==> src/rtl/phacc_pkg.sv <==
package phacc_pkg;
  localparam int REG_W    = 32;
  localparam int EN_BIT   = 31;
  localparam int UPD_BIT  = 30;
  localparam int THR_W    = 8;
  localparam int STEP_LSB = 8;
  localparam int STEP_MAX = UPD_BIT - STEP_LSB;  // widest step field that fits
endpackage

==> src/rtl/phacc_regs.sv <==
module phacc_regs
  import phacc_pkg::*;
#(
  parameter int STEP_W = 16
) (
  input  logic              clk_i,
  input  logic              rst_ni,
  input  logic              wr_en_i,
  input  logic [REG_W-1:0]  wr_data_i,
  input  logic              cyc_start_i,
  output logic              en_o,
  output logic              upd_o,
  output logic [STEP_W-1:0] sh_step_o,
  output logic [THR_W-1:0]  sh_thr_o,
  output logic [REG_W-1:0]  rd_data_o
);
  logic              en_q, upd_q;
  logic [STEP_W-1:0] step_q;
  logic [THR_W-1:0]  thr_q;
  logic              wr_ok;

  assign wr_ok = wr_en_i && !upd_q;

  always_ff @(posedge clk_i or negedge rst_ni) begin
    if (!rst_ni) begin
      en_q   <= 1'b0;
      upd_q  <= 1'b0;
      step_q <= '0;
      thr_q  <= '0;
    end else begin
      // enable stays writable so a stalled request can be forced through
      if (wr_en_i) en_q <= wr_data_i[EN_BIT];
      if (wr_ok) begin
        upd_q  <= wr_data_i[UPD_BIT];
        step_q <= wr_data_i[STEP_LSB +: STEP_W];
        thr_q  <= wr_data_i[THR_W-1:0];
      end else if (cyc_start_i && upd_q) begin
        upd_q  <= 1'b0;
      end
    end
  end

  always_comb begin
    rd_data_o                      = '0;
    rd_data_o[EN_BIT]              = en_q;
    rd_data_o[UPD_BIT]             = upd_q;
    rd_data_o[STEP_LSB +: STEP_W]  = step_q;
    rd_data_o[THR_W-1:0]           = thr_q;
  end

  assign en_o      = en_q;
  assign upd_o     = upd_q;
  assign sh_step_o = step_q;
  assign sh_thr_o  = thr_q;

  assert_upd_clear_R4: assert property (@(posedge clk_i) disable iff (!rst_ni)
    (cyc_start_i && upd_q) |=> !upd_q);

  assert_pend_lock_R5: assert property (@(posedge clk_i) disable iff (!rst_ni)
    (upd_q && wr_en_i) |=> ($stable(step_q) && $stable(thr_q)));
endmodule

==> src/rtl/phacc_core.sv <==
module phacc_core
  import phacc_pkg::*;
#(
  parameter int STEP_W = 16
) (
  input  logic              clk_i,
  input  logic              rst_ni,
  input  logic              en_i,
  input  logic              upd_i,
  input  logic [STEP_W-1:0] sh_step_i,
  input  logic [THR_W-1:0]  sh_thr_i,
  output logic [STEP_W-1:0] acc_o,
  output logic [THR_W-1:0]  act_thr_o,
  output logic              cyc_start_o
);
  logic [STEP_W-1:0] acc_q, act_step_q;
  logic [THR_W-1:0]  act_thr_q;
  logic              en_d_q;
  logic [STEP_W:0]   sum;
  logic              load;

  assign sum         = {1'b0, acc_q} + {1'b0, act_step_q};
  assign cyc_start_o = en_i && (!en_d_q || sum[STEP_W]);
  assign load        = cyc_start_o && upd_i;

  always_ff @(posedge clk_i or negedge rst_ni) begin
    if (!rst_ni) begin
      acc_q      <= '0;
      act_step_q <= '0;
      act_thr_q  <= '0;
      en_d_q     <= 1'b0;
    end else begin
      en_d_q <= en_i;
      acc_q  <= en_i ? sum[STEP_W-1:0] : '0;
      if (load) begin
        act_step_q <= sh_step_i;
        act_thr_q  <= sh_thr_i;
      end
    end
  end

  assign acc_o     = acc_q;
  assign act_thr_o = act_thr_q;

  assert_idle_zero_R9: assert property (@(posedge clk_i) disable iff (!rst_ni)
    !en_i |=> (acc_q == '0));

  assert_zero_step_R8: assert property (@(posedge clk_i) disable iff (!rst_ni)
    (en_i && en_d_q && act_step_q == '0) |=> $stable(acc_q));

  assert_active_hold_R3: assert property (@(posedge clk_i) disable iff (!rst_ni)
    !upd_i |=> ($stable(act_step_q) && $stable(act_thr_q)));
endmodule

==> src/rtl/phacc_cmp.sv <==
module phacc_cmp
  import phacc_pkg::*;
#(
  parameter int STEP_W = 16
) (
  input  logic              en_i,
  input  logic [STEP_W-1:0] acc_i,
  input  logic [THR_W-1:0]  thr_i,
  output logic              pwm_o
);
  logic [THR_W-1:0] phase_hi;

  assign phase_hi = acc_i[STEP_W-1 -: THR_W];
  assign pwm_o    = en_i && (phase_hi > thr_i);
endmodule

==> src/rtl/phacc_pwm.sv <==
module phacc_pwm
  import phacc_pkg::*;
#(
  parameter int STEP_W = 16
) (
  input  logic        clk_i,
  input  logic        rst_ni,
  input  logic        wr_en_i,
  input  logic [31:0] wr_data_i,
  output logic [31:0] rd_data_o,
  output logic        pwm_o
);
  logic              en, upd, cyc_start;
  logic [STEP_W-1:0] sh_step, acc;
  logic [THR_W-1:0]  sh_thr, act_thr;

  initial begin
    assert_step_w_R2: assert (STEP_W >= THR_W && STEP_W <= STEP_MAX);
  end

  phacc_regs #(.STEP_W(STEP_W)) u_regs (
    .clk_i      (clk_i),
    .rst_ni     (rst_ni),
    .wr_en_i    (wr_en_i),
    .wr_data_i  (wr_data_i),
    .cyc_start_i(cyc_start),
    .en_o       (en),
    .upd_o      (upd),
    .sh_step_o  (sh_step),
    .sh_thr_o   (sh_thr),
    .rd_data_o  (rd_data_o)
  );

  phacc_core #(.STEP_W(STEP_W)) u_core (
    .clk_i      (clk_i),
    .rst_ni     (rst_ni),
    .en_i       (en),
    .upd_i      (upd),
    .sh_step_i  (sh_step),
    .sh_thr_i   (sh_thr),
    .acc_o      (acc),
    .act_thr_o  (act_thr),
    .cyc_start_o(cyc_start)
  );

  phacc_cmp #(.STEP_W(STEP_W)) u_cmp (
    .en_i (en),
    .acc_i(acc),
    .thr_i(act_thr),
    .pwm_o(pwm_o)
  );

  assert_off_low_R9: assert property (@(posedge clk_i) disable iff (!rst_ni)
    !rd_data_o[EN_BIT] |-> !pwm_o);
endmodule

==> config.mk <==
export PLATFORM = sky130hd
export DESIGN_NAME = phacc_pwm
export DESIGN_NICKNAME = d
export VERILOG_FILES = /design/src/rtl/phacc_pkg.sv /design/src/rtl/phacc_regs.sv /design/src/rtl/phacc_core.sv /design/src/rtl/phacc_cmp.sv /design/src/rtl/phacc_pwm.sv
export SDC_FILE = /design/constraint.sdc
export NUM_CORES = 1
export LEC_CHECK = 0
export ABC_AREA = 1
export BUFFER_PORTS_ARGS = -buffer_cell sky130_fd_sc_hd__buf_4
export CAP_MARGIN = 25
export CORE_ASPECT_RATIO = 2
export CORE_MARGIN = 5
export CORE_UTILIZATION = 30
export CTS_CLUSTER_SIZE = 14
export DETAILED_ROUTE_END_ITERATION = 10
export HOLD_SLACK_MARGIN = 0.08
export PLACE_DENSITY = 0.59
export SLEW_MARGIN = 20
export SYNTH_ARGS = -nofsm -noshare
export SYNTH_HDL_FRONTEND = slang
export SYNTH_SLANG_ARGS = --single-unit
==> constraint.sdc <==
create_clock -name clk_i -period 3.71 [get_ports clk_i]
set_input_delay 0.371 -clock clk_i [delete_from_list [all_inputs] [get_ports clk_i]]
set_output_delay 0.371 -clock clk_i [all_outputs]
set_load 0.03 [all_outputs]
After elaboration in Yosys (flattened, before gate mapping)
Cells that the tools add are included.

storage, ports and cells
  register bits = 67
  bits in latches = 0
  memory bits (writable) = 0
  bits in read-only memories = 0
  output and inout port bits = 33
  word-level logic and storage cells = 21
  memories kept = 0

operators by class
  $add $sub $neg = 1
  multiply operators = 0
  divide/modulo/power cells = 0
  magnitude comparators = 1
  equality and inequality tests = 0
  shift operators = 0
  multiplexer cells = 3
  bitwise operators = 0
  reduce and logical (&&, ||, !) cells = 8

operator list
  kind                                       count
  16-bit by 16-bit adder with 17-bit output  1
  16-bit 2-to-1 mux                          1
  8-bit greater-than comparator              1
  1-bit logical AND                          4
  1-bit zero test                            2
  1-bit 2-to-1 mux                           2
  2-bit nonzero test                         1
  1-bit logical OR                           1

Depth between registers and ports, before layout
Gate-level depths: netlist (run 1).

  depth after elaboration = 6
  mapped depth = 12
  mapped depth without buffers = 11

Modules after synthesis
A second synthesis (run 1) with hierarchy kept.

unflattened totals
  cell total of the unflattened synthesis = 500
  area total of the unflattened synthesis = 3931.3 sq um

by module, submodules not included
  module      instances  cells each  area an instance (sq um)  sequential area each (sq um)
  phacc_core  1          315         2402.3                    1026.0
  phacc_regs  1          147         1302.5                    650.6
  phacc_cmp   1          38          226.5                     0.0

Least setup slack after synthesis (run 1)
No wires, ideal clock.

  kind = reg2reg
  start point = reg u_core.act_step_q[0]
  end point = reg u_core.act_step_q[13]
  setup time = 0.117 ns
  arrival time = 1.715 ns
  data required time = 3.593 ns
  setup slack = 1.877 ns
  cell stages (with the launch flop) = 12
  path buffers = 1
  period minus slack after synthesis = 1.833 ns
  cells stage by stage = dfrtp_1 ha_1 fa_1 nand3_1 nand3_2 nand2_1 nand2_1 nand2_1 nand2_4 buf_4 nand3_1 nand2_1

between the ends
  cells in the longest elaborated chain, start to end = 4

ends and longest elaborated chain
  what                                       line              source
  start, declared                            phacc_core.sv:16  logic [STEP_W-1:0] acc_q, act_step_q;
  start signal, assigned                     phacc_core.sv:36  act_step_q <= sh_step_i;
  16-bit by 16-bit adder with 17-bit output  phacc_core.sv:22  assign sum = {1'b0, acc_q} + {1'b0, act_step_q};
  1-bit logical OR                           phacc_core.sv:23  assign cyc_start_o = en_i && (!en_d_q || sum[STEP_W]);
  1-bit logical AND                          phacc_core.sv:23
  1-bit logical AND                          phacc_core.sv:24  assign load = cyc_start_o && upd_i;

Every way passes these cells.
A chain may end at the register's enable or synchronous reset.

Worst setup path after layout (run 1)
  start point = reg u_core.act_step_q[0]
  end point = reg u_core.act_thr_q[5], in the netlist u_core.act_thr_o[5]

between the ends
  cells in the longest elaborated chain, start to end = 4

ends and longest elaborated chain
  what                                       line              source
  16-bit by 16-bit adder with 17-bit output  phacc_core.sv:22
  1-bit logical OR                           phacc_core.sv:23
  1-bit logical AND                          phacc_core.sv:23
  1-bit logical AND                          phacc_core.sv:24
  end signal, assigned                       phacc_core.sv:37  act_thr_q <= sh_thr_i;
  end, declared                              phacc_core.sv:17  logic [THR_W-1:0] act_thr_q;

Every way passes these cells.

==> run metrics, run 1 <==
top cells by area, synth dfrtp_1, nand2_1, ha_1; fmax 446 MHz; Setup TNS Final 0 ns; Crit path buffers/inverters 0; Slew @ Worst Pin 0.866 ns; Clock power frac 21.6%; Yosys Warn Count 0; Cell variety after synth 27; First-pass DRT Iterations 4; clk_lat worst skew 0.33 ns; CTS Sinks 67; sequential fraction of the synthesis area 45.8%; most frequent CP cell nand2_1; Iter 0 DRT Violations 107; CTS buffer count 9; Slew HR 42.2%; Clock Tree Buf Depth 2; PwrDens 945 nW/um^2; Netlist Area Pre-Place 3660 um^2; adder-cell share of the synthesized area 8.74%; crit share post-route 60.4%; hold crit path type input port to async pin; Detail Route Antenna Nets 0; initial antenna violation count 0; Hold Worst Slack 0.138 ns; vias per cell 4.51; Synth Area in Simple Gates 23.9%; crit path launch type flip-flop; Flop pwr share 31.2%; CTS root buf clkbuf_16; RR Endpoint u_core.act_thr_o[5]$_DFFE_PN0P_; Detailed Route WL 8310 um; starting density of the core 30.4%; crit-path max FO 26; CP endpoint kind flip-flop; Synth Area in XOR/XNOR 0.239%; total gr overflow 0; Pint 2.47 mW; layout cells sized above 1 20.3%; WL/cell 13.0 um; Largest delay share family, worst path simple AND/OR/NAND/NOR gates; Die W 88.1 um; Via Count 2884; fin util 37.3%; Max-Cap Viols 0; Sw Ratio 41.9%; largest family of logic cells by synthesized area simple AND/OR/NAND/NOR gates; area grow syn2layout 22.7%; hpwl dp 6370 um; Levels on crit path 11; Clock Skews 0.00258 ns; pin count of the biggest net entering global routing 68; worst reg2reg path depth 11; top-area cell type share of the netlist area 45.8%; H-tree level count 3; RSZ-0062 raised after global routing no; reg-to-reg slack, setup 1.47 ns; Setup CP Type flip-flop to flip-flop; DIE HEIGHT 166 um; cts repair resizes 0; critical path data arrival time 2.51 ns; Inserted Diodes 0; CTS tree done; first-pass GRT wire length 14300 um; critical path required time 3.98 ns; syn_area_per_cell 8.42 um^2; # rows 57; cell taking the most area after synthesis dfrtp_1; fin cells 640; Final #Nets 550; worst vdd ir 0.000534 V; CP max stage delay 0.43 ns; GPL Wtd Cong 0.869; Area after DPL 4160 um^2; drt drc 0; Slew Viols, Final 0; Worst-path clk slew 0.05 ns; Compound-Gate Fraction of Synth Area 4.58%; Syn Inst Count 435; outcome completed; core footprint 12100 um^2; worst r2r src u_core.act_step_q[0]$_DFFE_PN0P_; Final Hold Violating Endpoints 0; Synth Register Bits 67; fin crit period 2.24 ns; final instance area 4490 um^2; Power Total 4.25 mW; number of buffers added on ports 55; CP max stage cell fa_1; placed insts 625; # setup viols final 0; hold buffer count at cts 0; Die ar. 14700 um^2; dpl ws 1.46 ns; all-layer global routing usage 12.4%; slack of the critical path 1.47 ns; Switch Pwr 1.78 mW; fill count 1202; IO Pins 68; setup bufs post-CTS 0; CP Cell Sequence ha_1 -> fa_1 -> nand3_1 -> nand3_2 -> nand2_1 -> nand2_1 -> nand2_1 -> nand2_4 -> nand2_4 -> nand2_1 -> nand2_1; Comb pwr share 47.3%; number of global-route vias before repair 3036; LEAKAGE 2.47 nW; mux cell area share after synthesis 7.38%
==> per-layer routing <==
metal / global-route usage [%] / up-vias / wire length (um)
li1: - / 1474 / -
met1: 13.2 / 1341 / 3190
met2: 22.7 / 55 / 4620
met3: 1.79 / 14 / 233
met4: 6.58 / 0 / 273
met5: 0 / - / 0
==> flip-flops by register name (all words and copies together) (netlist names) <==
name and flops:
u_core.en_d_q 1, u_regs.sh_thr_o 8, u_core.act_step_q 16, u_regs.upd_o 1, u_regs.en_o 1, u_core.act_thr_o 8, u_regs.sh_step_o 16, u_core.acc_o 16
==> power groups by stage <==
| stage | sequential [mW] | combinational, mW | clock, mW |
|---|---|---|---|
| 2_1_floorplan | 1.53 | 1.22 | 0 |
| 3_3_place_gp | 1.33 | 1.98 | 0 |
| 3_5_place_dp | 1.34 | 2.02 | 0 |
| 4_1_cts | 1.33 | 2.03 | 0.933 |
| 5_1_grt | 1.38 | 2.28 | 0.966 |
| 6_report | 1.32 | 2.01 | 0.916 |
==> Yosys cell counts (all sizes together) <==
library cell / n
nand3: 34
conb: 1
a21oi: 23
nor3: 3
or2: 1
clkinv: 1
xnor2: 1
ha: 24
mux2: 24
clkbuf: 3
and2: 2
buf: 15
fa: 1
nand3b: 2
nor2: 20
nand4: 3
inv: 57
dfrtp: 67
nand2: 143
a211oi: 1
o21ai: 9
==> cell type report <==
class / instances / area (um^2) / share of cell area, %
Inverter: 58 / 218 / 4.84
Sequential cell: 67 / 1680 / 37.3
Timing Repair Buffer: 57 / 435 / 9.69
Clock buffer: 12 / 256 / 5.71
Multi-Input combinational cell: 297 / 1660 / 37.0
Tap cell: 147 / 184 / 4.09
Clock inverter: 2 / 60.1 / 1.34
==> layout by cell type, fill, tap and decap left out, drive strengths merged, types with 2 or more instances in the layout <==
| master | instances |
|---|---|
| nand2 | 143 |
| dfrtp | 67 |
| inv | 57 |
| buf | 57 |
| nand3 | 34 |
| mux2 | 24 |
| ha | 24 |
| a21oi | 23 |
| nor2 | 20 |
| clkbuf | 12 |
| o21ai | 9 |
| conb | 6 |
| nand4 | 3 |
| nor3 | 3 |
| nand3b | 2 |
| and2 | 2 |
| bufinv | 2 |
==> cell families (layout without fill, tap and decap cells) <==
kind of cell	Yosys count	in the layout
simple gates	208	208
buf+inv	76	129
flops	67	67
compound gates	33	33
fa+ha+maj	25	25
mux	24	24
other cells	1	6
xor+xnor	1	1
==> how the worst max path moves through the flow <==
stage | start | to | slack [ns]
2_1_floorplan | u_core.act_step_q[0]$_DFFE_PN0P_ | u_core.act_step_q[13]$_DFFE_PN0P_ | 1.88
3_3_place_gp | u_core.act_step_q[0]$_DFFE_PN0P_ | u_core.act_step_q[9]$_DFFE_PN0P_ | 1.50
3_5_place_dp | u_core.act_step_q[0]$_DFFE_PN0P_ | u_core.act_thr_o[5]$_DFFE_PN0P_ | 1.46
4_1_cts | u_core.act_step_q[0]$_DFFE_PN0P_ | u_core.act_step_q[1]$_DFFE_PN0P_ | 1.44
5_1_grt | u_core.act_step_q[0]$_DFFE_PN0P_ | u_core.act_thr_o[2]$_DFFE_PN0P_ | 1.23
6_report | u_core.act_step_q[0]$_DFFE_PN0P_ | u_core.act_thr_o[5]$_DFFE_PN0P_ | 1.47
(Power assumes the default switching activity.)
==> run 2: changes to the inputs <==
--- a/config.mk
+++ b/config.mk
@@ -14,7 +14,7 @@
 export CTS_CLUSTER_SIZE = 14
 export DETAILED_ROUTE_END_ITERATION = 10
 export HOLD_SLACK_MARGIN = 0.08
-export PLACE_DENSITY = 0.59
+export PLACE_DENSITY = 0.61
 export SLEW_MARGIN = 20
 export SYNTH_ARGS = -nofsm -noshare
 export SYNTH_HDL_FRONTEND = slang
==> constraint.sdc (replaced) <==
create_clock -name clk_i -period 2.05 [get_ports clk_i]
set_input_delay 0.205 -clock clk_i [delete_from_list [all_inputs] [get_ports clk_i]]
set_output_delay 0.205 -clock clk_i [all_outputs]
set_load 0.03 [all_outputs]
==> run metrics, run 2 (same netlist as run 1, synthesis figures left out) <==
Die W 88.1 um (unchanged); Top Layer Used met4 (unchanged); CP max stage delay 0.42 ns (was 0.43 ns); crit-path max FO 2 (was 26); CTS buffer count 9 (unchanged); fmax 522 MHz; CTS root buf clkbuf_16 (unchanged); Setup CP Type flip-flop to primary output (was flip-flop to flip-flop); First-pass DRT Iterations 4 (unchanged); Max-Cap Viols 0 (unchanged); critical path required time 1.85 ns (was 3.98 ns); starting density of the core 30.4% (unchanged); area of the multi-input gates 1690 um^2 (was 1660 um^2); drt drc 0 (unchanged); # rows 57 (unchanged); Area after DPL 4230 um^2 (was 4160 um^2); final instance area 4570 um^2 (was 4490 um^2); Inserted Diodes 0 (unchanged); Largest delay share family, worst path flip-flops (was simple AND/OR/NAND/NOR gates); critical path data arrival time 1.71 ns (was 2.51 ns); layout cells sized above 1 22.2% (was 20.3%); met2 WL 4700 um (was 4620 um); worst vdd ir 0.00109 V (was 0.000534 V); IO Pins 68 (unchanged); GPL Wtd Cong 0.824 (was 0.869); LEAKAGE 2.50 nW (was 2.47 nW); core footprint 12100 um^2 (unchanged); Slew Viols, Final 0 (unchanged); DIE HEIGHT 166 um (unchanged); vias per cell 4.60 (was 4.51); Met3 Routed Length 208 um (was 233 um); WL/cell 12.9 um (was 13.0 um); CP endpoint kind primary output (was flip-flop); crit path launch u_core.acc_o[9]$_DFF_PN0_ (was u_core.act_step_q[0]$_DFFE_PN0P_); CTS tree done (unchanged); clk_lat worst skew 0.33 ns (about the same); first-pass GRT wire length 14400 um (was 14300 um); Die ar. 14700 um^2 (unchanged); pin count of the biggest net entering global routing 43 (was 68); Seq. cell area 1680 um^2 (unchanged); crit share post-route 93.4%; H-tree level count 3 (unchanged); hold crit path type input port to flip-flop (was input port to async pin); Slew HR 62.2% (was 42.2%); Detailed Route WL 8330 um (was 8310 um); RSZ-0062 raised after global routing no (unchanged); RR Endpoint u_core.act_step_q[7]$_DFFE_PN0P_ (was u_core.act_thr_o[5]$_DFFE_PN0P_); number of global-route vias before repair 3169 (was 3036); Clock Tree Buf Depth 2 (unchanged); all-layer global routing usage 12.4% (about the same); reg-to-reg slack, setup 0.17 ns (was 1.47 ns); CTS Sinks 67 (unchanged); Final Hold Violating Endpoints 0 (unchanged); CP max stage cell dfrtp_1 (was fa_1); Clock Skews 0.00570 ns (was 0.00258 ns); Levels on crit path 6 (was 11); Detail Route Antenna Nets 0 (unchanged); crit path launch type flip-flop (unchanged); fin crit period 1.91 ns; dpl ws 0.127 ns (was 1.46 ns); Slew @ Worst Pin 0.567 ns (was 0.866 ns); # setup viols final 0 (unchanged); fill count 1197 (was 1202); CP endpoint pwm_o (was u_core.act_thr_o[5]$_DFFE_PN0P_); worst reg2reg path depth 10 (was 11); Worst-path clk slew 0.05 ns (about the same); CP Cell Sequence ha_1 -> a21oi_1 -> o21ai_1 -> nand4_1 -> a21oi_2 -> buf_6 (was ha_1 -> fa_1 -> nand3_1 -> nand3_2 -> nand2_1 -> nand2_1 -> nand2_1 -> nand2_4 -> nand2_4 -> nand2_1 -> nand2_1); commonest non-fill, non-tap cell in the layout nand2_1 (unchanged); PwrDens 1680 nW/um^2 (was 945 nW/um^2); Crit path buffers/inverters 1 (was 0); outcome completed (unchanged); number of buffers added on ports 55 (unchanged); Setup TNS Final 0 ns (unchanged); hpwl dp 6660 um (was 6370 um); Final #Nets 557 (was 550); area grow syn2layout 24.7% (was 22.7%); initial antenna violation count 0 (unchanged); worst r2r src u_core.acc_o[11]$_DFF_PN0_ (was u_core.act_step_q[0]$_DFFE_PN0P_); commonest cells after routing, fill and taps aside nand2_1, dfrtp_1, buf_4 (was nand2_1, dfrtp_1, inv_1); total gr overflow 0 (unchanged); routed length on met1 3110 um (was 3190 um); Iter 0 DRT Violations 109 (was 107); slack of the critical path 0.136 ns (was 1.47 ns); Via Count 2977 (was 2884)
-- run 2: cell type report --
cell class                      count  area share, %
Multi-Input combinational cell    297           36.9
Sequential cell                    67           36.7
Timing Repair Buffer               64           11.0
Clock buffer                       12           5.83
Inverter                           58           4.76
Tap cell                          147           4.03
Clock inverter                      2          0.767
-- run 2: timing repair --
| item | in CTS | in global routing |
|---|---|---|
| hold buffers | 1 | 0 |
| endpoints found under the setup margin | 0 | 25 |
| hold endpoints to repair | 41 | 0 |
| buffers inserted | 0 | 0 |
| gates resized for setup | 0 | 8 |
-- run 2: how the worst min path moves through the flow --
| stage | endpoint | cells past startpoint | start |
|---|---|---|---|
| 2_1_floorplan | u_core.acc_o[0]$_DFF_PN0_ | 0 | rst_ni |
| 3_3_place_gp | u_regs.sh_step_o[5]$_DFFE_PN0P_ | 1 | rst_ni |
| 3_5_place_dp | u_core.act_step_q[6]$_DFFE_PN0P_ | 1 | rst_ni |
| 4_1_cts | u_regs.en_o$_DFFE_PN0P_ | 3 | wr_data_i[31] |
| 5_1_grt | u_regs.en_o$_DFFE_PN0P_ | 3 | wr_data_i[31] |
| 6_report | u_regs.en_o$_DFFE_PN0P_ | 3 | wr_data_i[31] |
-- run 2: metrics by stage --
| stage | power, mW | hold slack (ns) | util [%] | cells |
|---|---|---|---|---|
| final | 7.69 | 0.105 | 37.9 | 647 |
| after global placement | 6.03 | 0.234 | 35.1 | 632 |
| after CTS | 7.73 | 0.0997 | 37.7 | 647 |
| after floorplan | 4.98 | -0.0906 | - | 440 |
| after global routing | 8.34 | 0.102 | 37.9 | 647 |
| after detailed placement | 6.14 | 0.240 | 35.1 | 632 |
-- run 2: worst min-delay path, stage by stage --
cell,delay (ns)
buf_4,0.07
nand2_1,0.04
o21ai_0,0.07
-- run 2: power breakdown --
part	leakage, nW	internal (mW)	switching, mW
logic	1.52	1.48	2.28
clock network	0.151	1.02	0.519
registers	0.828	1.94	0.443
total	2.50	4.44	3.24
-- run 2: routing by layer --
layer  track usage [%]  up-vias
met5                 0        -
met4              6.71        0
met3              2.18       15
met2              22.5       58
met1              13.2     1411
li1                  -     1493
